[src/rtl/eagen_pkg.sv]
package eagen_pkg;
  localparam int EA_W = 24;
  localparam int RG_W = 16;
  localparam int BK_W = EA_W - RG_W;
  localparam int OF_W = 8;

  typedef enum logic [3:0] {
    AM_PAGE      = 4'd0,
    AM_PAGE_X    = 4'd1,
    AM_PAGE_Y    = 4'd2,
    AM_ABS       = 4'd3,
    AM_ABS_X     = 4'd4,
    AM_ABS_Y     = 4'd5,
    AM_FAR       = 4'd6,
    AM_FAR_X     = 4'd7,
    AM_PIND_Y    = 4'd8,
    AM_PFAR_Y    = 4'd9,
    AM_PX_IND    = 4'd10,
    AM_STK       = 4'd11,
    AM_STK_IND_Y = 4'd12,
    AM_PIND      = 4'd13,
    AM_PFAR      = 4'd14,
    AM_SPARE     = 4'd15
  } amode_t;

  function automatic logic needs_ptr(amode_t m);
    return (m == AM_PIND_Y) || (m == AM_PFAR_Y) || (m == AM_PX_IND) ||
           (m == AM_STK_IND_Y) || (m == AM_PIND) || (m == AM_PFAR);
  endfunction

  function automatic logic page_based(amode_t m);
    return (m == AM_PAGE) || (m == AM_PAGE_X) || (m == AM_PAGE_Y) ||
           (m == AM_PIND_Y) || (m == AM_PFAR_Y) || (m == AM_PX_IND) ||
           (m == AM_PIND) || (m == AM_PFAR);
  endfunction

  function automatic logic [1:0] ptr_bytes(amode_t m);
    return ((m == AM_PFAR_Y) || (m == AM_PFAR)) ? 2'd3 : 2'd2;
  endfunction

  // base + offset + index, wrapped to 16 bits, placed in bank 0
  function automatic logic [EA_W-1:0] bank0_sum(logic [RG_W-1:0] base,
                                                logic [OF_W-1:0] off,
                                                logic [RG_W-1:0] idx);
    logic [RG_W-1:0] s;
    s = base + {{(RG_W-OF_W){1'b0}}, off} + idx;
    return {{BK_W{1'b0}}, s};
  endfunction

  // bank byte over a 16-bit word that wraps on its own
  function automatic logic [EA_W-1:0] bank_word(logic [BK_W-1:0] bank,
                                                logic [RG_W-1:0] lo,
                                                logic [RG_W-1:0] idx);
    logic [RG_W-1:0] s;
    s = lo + idx;
    return {bank, s};
  endfunction

  // index added over the full address width, carry into the bank
  function automatic logic [EA_W-1:0] carry_add(logic [EA_W-1:0] base,
                                                logic [RG_W-1:0] idx);
    return base + {{BK_W{1'b0}}, idx};
  endfunction
endpackage

[src/rtl/eagen_index_sel.sv]
module eagen_index_sel #(
  parameter int REG_W = eagen_pkg::RG_W
) (
  input  logic             narrow,
  input  logic [REG_W-1:0] x_in,
  input  logic [REG_W-1:0] y_in,
  output logic [REG_W-1:0] x_eff,
  output logic [REG_W-1:0] y_eff
);
  localparam int LO_W = REG_W / 2;
  localparam int N_IX = 2;

  logic [N_IX-1:0][REG_W-1:0] raw;
  logic [N_IX-1:0][REG_W-1:0] cut;

  assign raw = {y_in, x_in};

  for (genvar g = 0; g < N_IX; g++) begin : g_ix
    assign cut[g] = narrow ? {{(REG_W-LO_W){1'b0}}, raw[g][LO_W-1:0]} : raw[g];
  end

  assign x_eff = cut[0];
  assign y_eff = cut[1];
endmodule

[src/rtl/eagen_addr_form.sv]
module eagen_addr_form
  import eagen_pkg::*;
#(
  parameter int ADDR_W = eagen_pkg::EA_W,
  parameter int REG_W  = eagen_pkg::RG_W
) (
  input  amode_t            mode,
  input  logic [ADDR_W-1:0] opnd,
  input  logic [REG_W-1:0]  d,
  input  logic [REG_W-1:0]  s,
  input  logic [ADDR_W-REG_W-1:0] db,
  input  logic [REG_W-1:0]  xe,
  input  logic [REG_W-1:0]  ye,
  output logic [ADDR_W-1:0] direct_ea,
  output logic [ADDR_W-1:0] ptr_at,
  output logic [1:0]        ptr_n,
  output logic              ind,
  output logic              pen
);
  localparam int LOW_B = 8;

  logic [LOW_B-1:0]  off;
  logic [REG_W-1:0]  word;
  logic [ADDR_W-1:0] pg, pgx, pgy, stk;

  assign off  = opnd[LOW_B-1:0];
  assign word = opnd[REG_W-1:0];
  assign pg   = bank0_sum(d, off, '0);
  assign pgx  = bank0_sum(d, off, xe);
  assign pgy  = bank0_sum(d, off, ye);
  assign stk  = bank0_sum(s, off, '0);

  always_comb begin
    case (mode)
      AM_PAGE:   direct_ea = pg;
      AM_PAGE_X: direct_ea = pgx;
      AM_PAGE_Y: direct_ea = pgy;
      AM_ABS:    direct_ea = bank_word(db, word, '0);
      AM_ABS_X:  direct_ea = bank_word(db, word, xe);
      AM_ABS_Y:  direct_ea = bank_word(db, word, ye);
      AM_FAR_X:  direct_ea = carry_add(opnd, xe);
      AM_STK:    direct_ea = stk;
      default:   direct_ea = opnd;
    endcase
  end

  always_comb begin
    case (mode)
      AM_PX_IND:    ptr_at = pgx;
      AM_STK_IND_Y: ptr_at = stk;
      default:      ptr_at = pg;
    endcase
  end

  assign ptr_n = ptr_bytes(mode);
  assign ind   = needs_ptr(mode);
  assign pen   = page_based(mode) && (d[LOW_B-1:0] != '0);
endmodule

[src/rtl/eagen_resolve.sv]
module eagen_resolve
  import eagen_pkg::*;
#(
  parameter int ADDR_W = eagen_pkg::EA_W,
  parameter int REG_W  = eagen_pkg::RG_W
) (
  input  amode_t                  mode_q,
  input  logic [ADDR_W-REG_W-1:0] db_q,
  input  logic [REG_W-1:0]        ye_q,
  input  logic [ADDR_W-1:0]       ptr_data,
  output logic [ADDR_W-1:0]       final_ea
);
  logic [ADDR_W-1:0] short_base;

  assign short_base = {db_q, ptr_data[REG_W-1:0]};

  always_comb begin
    case (mode_q)
      AM_PIND_Y, AM_STK_IND_Y: final_ea = carry_add(short_base, ye_q);
      AM_PFAR_Y:               final_ea = carry_add(ptr_data, ye_q);
      AM_PX_IND, AM_PIND:      final_ea = short_base;
      default:                 final_ea = ptr_data;
    endcase
  end
endmodule

[src/rtl/eagen_seq.sv]
module eagen_seq
  import eagen_pkg::*;
#(
  parameter int ADDR_W = eagen_pkg::EA_W,
  parameter int REG_W  = eagen_pkg::RG_W
) (
  input  logic                    clk,
  input  logic                    rst_n,
  input  logic                    start,
  input  amode_t                  mode_in,
  input  logic [ADDR_W-REG_W-1:0] db_in,
  input  logic [REG_W-1:0]        ye_in,
  input  logic [ADDR_W-1:0]       direct_ea,
  input  logic [ADDR_W-1:0]       ptr_at,
  input  logic [1:0]              ptr_n,
  input  logic                    ind,
  input  logic                    pen,
  input  logic                    ptr_valid,
  input  logic [ADDR_W-1:0]       final_ea,
  output logic                    accept,
  output logic                    ptr_done,
  output amode_t                  mode_q,
  output logic [ADDR_W-REG_W-1:0] db_q,
  output logic [REG_W-1:0]        ye_q,
  output logic                    ptr_req,
  output logic [ADDR_W-1:0]       ptr_addr,
  output logic [1:0]              ptr_len,
  output logic                    ea_valid,
  output logic [ADDR_W-1:0]       ea,
  output logic                    extra_cyc
);
  typedef enum logic {ST_IDLE, ST_FETCH} st_t;
  st_t st;

  assign accept   = start && (st == ST_IDLE);
  assign ptr_done = (st == ST_FETCH) && ptr_valid;
  assign ptr_req  = (st == ST_FETCH);

  always_ff @(posedge clk) begin
    if (!rst_n) begin
      st        <= ST_IDLE;
      ea        <= '0;
      ea_valid  <= 1'b0;
      ptr_addr  <= '0;
      ptr_len   <= 2'd0;
      extra_cyc <= 1'b0;
      mode_q    <= AM_PAGE;
      db_q      <= '0;
      ye_q      <= '0;
    end else begin
      ea_valid <= 1'b0;
      if (accept) begin
        extra_cyc <= pen;
        mode_q    <= mode_in;
        db_q      <= db_in;
        ye_q      <= ye_in;
        if (ind) begin
          st       <= ST_FETCH;
          ptr_addr <= ptr_at;
          ptr_len  <= ptr_n;
        end else begin
          ea       <= direct_ea;
          ea_valid <= 1'b1;
        end
      end else if (ptr_done) begin
        ea       <= final_ea;
        ea_valid <= 1'b1;
        st       <= ST_IDLE;
      end
    end
  end
endmodule

[src/rtl/eagen_top.sv]
module eagen_top
  import eagen_pkg::*;
#(
  parameter int ADDR_W = eagen_pkg::EA_W,
  parameter int REG_W  = eagen_pkg::RG_W,
  localparam int BNK_W = ADDR_W - REG_W
) (
  input  logic              clk,
  input  logic              rst_n,
  input  logic              start,
  input  logic [3:0]        mode,
  input  logic [ADDR_W-1:0] opnd,
  input  logic [REG_W-1:0]  reg_d,
  input  logic [REG_W-1:0]  reg_x,
  input  logic [REG_W-1:0]  reg_y,
  input  logic [REG_W-1:0]  reg_s,
  input  logic [BNK_W-1:0]  reg_db,
  input  logic              emu,
  input  logic              idx8,
  output logic              ptr_req,
  output logic [ADDR_W-1:0] ptr_addr,
  output logic [1:0]        ptr_len,
  input  logic              ptr_valid,
  input  logic [ADDR_W-1:0] ptr_data,
  output logic              ea_valid,
  output logic [ADDR_W-1:0] ea,
  output logic              extra_cyc
);
  amode_t            mode_t_in, mode_q;
  logic [REG_W-1:0]  xe, ye, ye_q;
  logic [BNK_W-1:0]  db_q;
  logic [ADDR_W-1:0] direct_ea, ptr_at, final_ea;
  logic [1:0]        ptr_n;
  logic              need_ptr, dp_pen;
  logic              accept_start, ptr_done;

  assign mode_t_in = amode_t'(mode);

  eagen_index_sel #(.REG_W(REG_W)) u_ix (
    .narrow(idx8 | emu), .x_in(reg_x), .y_in(reg_y),
    .x_eff(xe), .y_eff(ye)
  );

  eagen_addr_form #(.ADDR_W(ADDR_W), .REG_W(REG_W)) u_form (
    .mode(mode_t_in), .opnd(opnd), .d(reg_d), .s(reg_s), .db(reg_db),
    .xe(xe), .ye(ye), .direct_ea(direct_ea), .ptr_at(ptr_at),
    .ptr_n(ptr_n), .ind(need_ptr), .pen(dp_pen)
  );

  eagen_resolve #(.ADDR_W(ADDR_W), .REG_W(REG_W)) u_res (
    .mode_q(mode_q), .db_q(db_q), .ye_q(ye_q), .ptr_data(ptr_data),
    .final_ea(final_ea)
  );

  eagen_seq #(.ADDR_W(ADDR_W), .REG_W(REG_W)) u_seq (
    .clk(clk), .rst_n(rst_n), .start(start), .mode_in(mode_t_in),
    .db_in(reg_db), .ye_in(ye), .direct_ea(direct_ea), .ptr_at(ptr_at),
    .ptr_n(ptr_n), .ind(need_ptr), .pen(dp_pen), .ptr_valid(ptr_valid),
    .final_ea(final_ea), .accept(accept_start), .ptr_done(ptr_done),
    .mode_q(mode_q), .db_q(db_q), .ye_q(ye_q), .ptr_req(ptr_req),
    .ptr_addr(ptr_addr), .ptr_len(ptr_len), .ea_valid(ea_valid),
    .ea(ea), .extra_cyc(extra_cyc)
  );
endmodule

[config.mk]
export PLATFORM = sky130hd
export DESIGN_NAME = eagen_top
export DESIGN_NICKNAME = d
export VERILOG_FILES = /design/src/rtl/eagen_pkg.sv /design/src/rtl/eagen_index_sel.sv /design/src/rtl/eagen_addr_form.sv /design/src/rtl/eagen_resolve.sv /design/src/rtl/eagen_seq.sv /design/src/rtl/eagen_top.sv
export SDC_FILE = /design/constraint.sdc
export NUM_CORES = 1
export LEC_CHECK = 0
export BUFFER_PORTS_ARGS = -buffer_cell sky130_fd_sc_hd__buf_4
export CORE_UTILIZATION = 50
export DETAILED_ROUTE_END_ITERATION = 10
export GPL_TIMING_DRIVEN = 0
export PLACE_DENSITY_LB_ADDON = 0.08
export SLEW_MARGIN = 15
export SYNTH_ARGS = -nofsm -noshare
export SYNTH_HDL_FRONTEND = slang
export SYNTH_SLANG_ARGS = --single-unit
[constraint.sdc]
create_clock -name clk -period 9.9 [get_ports clk]
set_clock_uncertainty 0.05 [all_clocks]
set_input_delay 0.495 -clock clk [delete_from_list [all_inputs] [get_ports clk]]
set_output_delay 0.495 -clock clk [all_outputs]
set_load 0.05 [all_outputs]
==> results of run 1 <==
layout make-up:
type / count / share of cell area (%)
Tap cell: 260 / 2.77
Multi-Input combinational cell: 1166 / 67.7
Buffer: 61 / 2.22
Clock inverter: 5 / 0.543
Inverter: 34 / 1.09
Sequential cell: 73 / 12.4
Clock buffer: 11 / 2.15
Timing Repair Buffer: 174 / 11.1
synthesized netlist by cell type (8+ instances only):
cell / n
mux2i_1: 9
nor4_1: 12
a21oi_1: 130
xor2_1: 36
nand3_1: 38
o22ai_1: 8
dfxtp_1: 73
inv_1: 33
a21boi_0: 30
a22oi_1: 10
and3_1: 14
a221oi_1: 30
a211oi_1: 18
clkbuf_1: 46
o221ai_1: 11
ha_1: 90
nand4_1: 9
nor2b_1: 12
buf_4: 8
and2_1: 16
nand2b_1: 24
a221o_1: 15
a31oi_1: 14
mux2_2: 13
o21a_1: 18
a21o_1: 29
xnor2_1: 68
o211ai_1: 14
nand2_1: 161
nor3_1: 21
o21ai_0: 92
nor2_1: 100
worst min path at each step:
stage | startpoint | slack [ns] | cells past startpoint | to
finish | ptr_valid | 0.33 | 2 | u_seq.ea[19]$_SDFFE_PN0P_
global route | ptr_valid | 0.33 | 2 | u_seq.ea[19]$_SDFFE_PN0P_
CTS | ptr_valid | 0.32 | 2 | u_seq.ea[19]$_SDFFE_PN0P_
detailed placement | u_seq.ea[8]$_SDFFE_PN0P_ | 0.41 | 1 | u_seq.ea[8]$_SDFFE_PN0P_
global placement | u_seq.ea[2]$_SDFFE_PN0P_ | 0.40 | 1 | u_seq.ea[2]$_SDFFE_PN0P_
floorplan | u_seq.ye_q[15]$_SDFFE_PN0P_ | 0.39 | 2 | u_seq.ye_q[15]$_SDFFE_PN0P_
power groups by stage:
| stage | sequential (mW) | combinational, mW | clock [mW] |
|---|---|---|---|
| final | 0.330 | 0.707 | 0.356 |
| after global placement | 0.336 | 0.680 | 0 |
| after detailed placement | 0.336 | 0.684 | 0 |
| after CTS | 0.330 | 0.688 | 0.355 |
| after floorplan | 0.383 | 0.411 | 0 |
| after global routing | 0.332 | 0.754 | 0.367 |
cells by family after synthesis:
group           Yosys count
compound gates          481
buf+inv                  95
simple gates            445
other cells               1
xor+xnor                109
flops                    73
mux                      23
fa+ha+maj               100
state kept, by name, indices dropped and copies added (netlist names):
| name | cells |
|---|---|
| u_seq.ea | 24 |
| u_seq.ptr_addr | 16 |
| u_seq.ye_q | 16 |
| u_seq.db_q | 8 |
| u_seq.mode_q | 4 |
| u_seq.ptr_len | 2 |
| u_seq.ea_valid | 1 |
| u_seq.extra_cyc | 1 |
| u_seq.ptr_req | 1 |
metrics by stage:
step	instances	setup slack [ns]	power [mW]	utilization (%)
5_1_grt	1784	4.48	1.45	61.9
3_3_place_gp	1768	4.57	1.02	60.3
3_5_place_dp	1768	4.54	1.02	60.3
6_report	1784	4.70	1.39	61.9
2_1_floorplan	1334	5.38	0.793	-
4_1_cts	1784	4.88	1.37	61.9
critical path, stage by stage:
cell      delay (ns)
buf_4           0.14
nor4bb_1        0.26
clkbuf_1        0.71
clkbuf_1        0.72
nor2_1          0.11
a21o_1          0.20
inv_1           0.07
fa_1            0.20
nor2b_1         0.07
o31ai_1         0.38
a21oi_1         0.23
a211oi_1        0.45
xor2_1          0.18
nor2_1          0.05
a311o_1         0.36
a221oi_1        0.22
o221ai_1        0.27
a22o_1          0.26
metal layers:
metal	vias to the layer above	routed length [um]
li1	5339	-
met5	-	0
met3	99	4150
met2	660	17700
met1	5359	17100
met4	0	1470
==> results.py, run 1 <==
metrics = {
    "clock_network": {
        "clock_path_buffers": 2,
        "clkTransAtPathRegs_ns": 0.06,
        "cts_setup_buffers": 0,
        "cts-resized-gates": 0,
        "cts.sinks": 73,
        "cts_htree_levels": 3,
        "clk_latency_ns": 0.35,
        "cts_buffers": 9,
        "clockRootBuffer": "clkbuf_16",
        "cts_tree": "done",
        "hold_buffers": 0,
    },
    "hold_path": {
        "holdCritPathClass": "in -> reg",
    },
    "synthesis": {
        "synth_top_family_by_area": "compound AO/OA/AOI/OAI gates",
        "yosysSeqAreaShare_pct": 15.0,
        "synth_largest_area_cell": "dfxtp_1",
        "yosys.area_share.adder_pct": 13.3,
        "yosys.area_share.simple_pct": 21.7,
        "ys_types": 80,
        "syn_inst": 1327,
        "ys.flop_type": "dfxtp_1",
        "yosys_warnings": 0,
        "synth_area_um2": 9770,
        "syn_avg_cell_area_um2": 7.36,
        "synthArstFlopShare_pct": 0,
        "synth-seq-cells": 73,
        "synth_top_cell_area_share_pct": 15.0,
        "synth_area_leaders": "dfxtp_1 (15%), ha_1 (12%), a21oi_1 (6.7%)",
        "synth_edf_count": 0,
        "synth-xor-area-share_pct": 10.5,
        "synthMuxAreaShare_pct": 2.57,
        "synth-compound-area-share_pct": 33.0,
    },
    "floorplanning": {
        "die_width_um": 142,
        "ios": 183,
        "die_area_um2": 20100,
        "rows": 50,
        "start_util_pct": 51.5,
        "core-area_um2": 19000,
        "die_h_um": 142,
    },
    "finish": {
        "seq_area_um2": 1460,
        "drive_gt1_share_pct": 15.6,
        "final_nets": 1746,
        "fin_area_um2": 11700,
        "area_delta_synth_final_pct": 20.2,
        "antenna_cells": 0,
        "mostFrequentLayoutCell": "buf_4",
        "multi_input_area_um2": 7950,
        "final_cell_mix": "buf_4 (182), nand2_1 (161), a21oi_1 (130)",
        "fillers": 1841,
    },
    "critical_path": {
        "start_kind": "input pin",
        "r2r-start": "u_seq.ye_q[0]$_SDFFE_PN0P_",
        "cp_max_fo": 10,
        "arrival_ns": 5.40,
        "path_class": "in -> reg",
        "regToRegSetupSlack_ns": 6.20,
        "critPathRequiredTime_ns": 10.09,
        "endpoint": "u_seq.ea[12]$_SDFFE_PN0P_",
        "worstSetupEndpointType": "flip-flop",
        "timing.rr.end": "u_seq.ea[16]$_SDFFE_PN0P_",
        "r2r_cells": 12,
        "cp-startpoint": "mode[1]",
    },
    "pwr": {
        "power_per_cell_area_nw_per_um2": 119,
        "clockPowerShare_pct": 25.5,
        "p_sw_mw": 0.601,
        "leakage_nw": 4.95,
        "seq_power_share_pct": 23.7,
        "switching_share_pct": 43.2,
        "ir_drop_mv": 0.0830,
        "p_int_mw": 0.792,
        "pwr-share-comb_pct": 50.7,
    },
    "global_route": {
        "grt_pass1_wl_um": 60800,
        "use_met3_pct": 7.22,
        "track_usage_pct": 40.1,
        "grt.overflow.total": 0,
        "gr-usage-met2_pct": 64.0,
        "grt_start_max_net_pins": 14,
        "grt_use_met1_pct": 53.8,
        "antenna_found_initial": 1,
        "grt_pass1_vias": 10578,
        "busiest_layer": "met2",
    },
    "sta": {
        "finalCritPeriodShare_pct": 52.5,
        "setup_tns_ns": 0,
        "setup_violations": 0,
        "drv_slew": 0,
        "fmax_mhz": 192,
        "tightest_slew_ns": 1.19,
        "final.min_clock_period_ns": 5.20,
        "holdWs_ns": 0.331,
        "hold_viol_final": 0,
        "rsz0062_at_grt": "no",
        "slew_headroom_pct": 20.7,
    },
    "place": {
        "place_hpwl_um": 32600,
        "gp_congestion": 0.995,
        "placed_area_um2": 11400,
        "io_buffer_count": 174,
    },
    "outcome": {
        "status": "complete, no violations",
    },
    "drt": {
        "drt_iter0_drc": 1181,
        "drc_errors": 0,
        "wirelength_um": 40400,
        "via_count": 11457,
        "ant_nets": 0,
        "routedWlPerCell_um": 22.7,
        "avgViaCountPerCell": 6.42,
        "drtPass1Iterations": 8,
    },
    "job": {
        "max_cap_viol_count": 0,
    },
}
No activity file was read; power rests on OpenSTA's default activity.
==> run 2, diff against run 1 <==
==> constraint.sdc (replaced) <==
create_clock -name clk -period 4.2 [get_ports clk]
set_clock_uncertainty 0.05 [all_clocks]
set_input_delay 0.21 -clock clk [delete_from_list [all_inputs] [get_ports clk]]
set_output_delay 0.21 -clock clk [all_outputs]
set_load 0.05 [all_outputs]
==> run 2 against run 1 <==
  * Routed wire length is 1.3% higher
  * Non-clock buffer count up 6
  * Register-to-register slack worse by 5.6 ns
  * Cell count increased by 0.39%
  * Sequential share of layout area is 0.27 points lower
  * Largest power group unchanged
  * Highest routed layer unchanged
==> results.py, run 2 (synthesized netlist as in run 1, its figures left out) <==
metrics = {
    "sta": {
        "finalCritPeriodShare_pct": 98.1,
        "final.min_clock_period_ns": 4.12,
        "hold_viol_final": 0,
        "setup_ws_ns": 0.0798,
        "setup_violations": 0,
        "tightest_slew_ns": 1.19,
        "slew_headroom_pct": 20.3,
        "rsz0062_at_grt": "no",
        "fmax_mhz": 243,
        "setup_tns_ns": 0,
        "holdWs_ns": 0.0311,
        "drv_slew": 0,
    },
    "drt": {
        "avgViaCountPerCell": 6.48,
        "drt_iter0_drc": 1309,
        "dr.max_layer_used": "met4",
        "drc_errors": 0,
        "wl_met2_um": 18300,
        "routedWlPerCell_um": 22.9,
        "wirelength_um": 40900,
        "met3_length_um": 4490,
        "drt-met1-wl_um": 16800,
        "ant_nets": 0,
        "drtPass1Iterations": 6,
        "via_count": 11611,
    },
    "critical_path": {
        "arrival_ns": 4.31,
        "worstSetupEndpointType": "flip-flop",
        "start_kind": "input pin",
        "path_class": "in -> reg",
        "cp_max_fo": 8,
        "critPathRequiredTime_ns": 4.39,
    },
    "floorplanning": {
        "die_area_um2": 20100,
        "start_util_pct": 51.5,
        "die_h_um": 142,
        "rows": 50,
        "die_width_um": 142,
        "ios": 183,
        "core-area_um2": 19000,
    },
    "global_route": {
        "track_usage_pct": 40.1,
        "grt.overflow.total": 0,
        "grt_start_max_net_pins": 15,
        "antenna_found_initial": 1,
        "grt_pass1_vias": 10458,
        "grt_pass1_wl_um": 60600,
    },
    "pwr": {
        "leakage_nw": 5.03,
        "ir_drop_mv": 0.193,
        "finalPower_mw": 3.39,
        "power_per_cell_area_nw_per_um2": 283,
    },
    "clock_network": {
        "clock_path_buffers": 2,
        "cts_tree": "done",
        "cts.sinks": 73,
        "clkTransAtPathRegs_ns": 0.06,
        "clk_latency_ns": 0.35,
        "cts_htree_levels": 3,
        "cts_buffers": 9,
        "hold_buffers": 0,
        "clockRootBuffer": "clkbuf_16",
    },
    "place": {
        "dp.cells": 1768,
        "gp_congestion": 0.999,
        "io_buffer_count": 174,
        "dp_slack_ns": -0.816,
        "placed_area_um2": 11400,
        "place_hpwl_um": 32800,
    },
    "finish": {
        "mostFrequentLayoutCell": "buf_4",
        "top_register": "u_seq.ea",
        "largest_reg_flops": 24,
        "final_nets": 1752,
        "area_delta_synth_final_pct": 22.9,
        "top_regs": "u_seq.ea x24, u_seq.ptr_addr x16, u_seq.ye_q x16",
        "fillers": 1815,
        "final_cell_mix": "buf_4 (187), nand2_1 (161), a21oi_1 (128)",
        "utilization_pct": 63.3,
        "fin_area_um2": 12000,
        "drive_gt1_share_pct": 17.5,
        "instances_no_fill": 1791,
    },
    "hold_path": {
        "holdCritPathClass": "in -> reg",
    },
    "outcome": {
        "status": "complete, no violations",
    },
    "job": {
        "max_cap_viol_count": 0,
    },
}
## run 2: critical path, stage by stage
cell and delay (ns):
buf_4 0.17, inv_1 0.13, fa_2 0.43, nand2b_1 0.19, nand2b_1 0.09, a21oi_1 0.09, xnor2_2 0.33, ha_1 0.36
nand3_1 0.13, o2111ai_1 0.14, a21oi_1 0.48, o21bai_1 0.17, nand3_1 0.17, o211ai_4 0.13, nor3b_1 0.18, or4b_1 0.54
o311a_1 0.36
## run 2: where the power goes
part	switching, mW	leakage (nW)	internal, mW	total [mW]
logic	1.07	4.28	0.661	1.73
clock network	0.356	0.153	0.526	0.882
registers	0.0388	0.600	0.741	0.780
total	1.46	5.03	1.93	3.39
## run 2: worst paths after layout
kind                                              endpoint                        from  cells past startpoint  slack, ns
worst max-delay path             u_seq.ea[13]$_SDFFE_PN0P_                     opnd[1]                     17       0.08
worst max register to register   u_seq.ea[16]$_SDFFE_PN0P_  u_seq.ye_q[0]$_SDFFE_PN0P_                     12       0.58
worst min-delay path             u_seq.ea[19]$_SDFFE_PN0P_                   ptr_valid                      2       0.03
worst min register to register  u_seq.ye_q[5]$_SDFFE_PN0P_  u_seq.ye_q[5]$_SDFFE_PN0P_                      2       0.42
## run 2: area by class of cell
| type | instances | area [um^2] | share of cell area (%) |
|---|---|---|---|
| diodes | 1 | 2.50 | 0.0208 |
| plain buffers | 61 | 265 | 2.21 |
| clock buffers | 9 | 225 | 1.88 |
| clock inverters | 7 | 101 | 0.844 |
| inverters | 34 | 128 | 1.06 |
| multi-input cells | 1166 | 8130 | 67.7 |
| flip-flops and latches | 73 | 1460 | 12.2 |
| well taps | 260 | 325 | 2.71 |
| repair buffers | 180 | 1360 | 11.4 |
## run 2: routing by layer
metal  GRT usage (%)  vias up
met1            54.2     5391
met3            6.31      119
met2            64.7      749
met4            13.7        0
met5               0        -
li1                -     5352
## run 2: what timing repair did
item / 4_1_cts / 5_1_grt
resized for setup: 18 / 16
setup endpoints to repair: 5 / 10
setup buffers: 1 / 5
pin swaps: 5 / 7
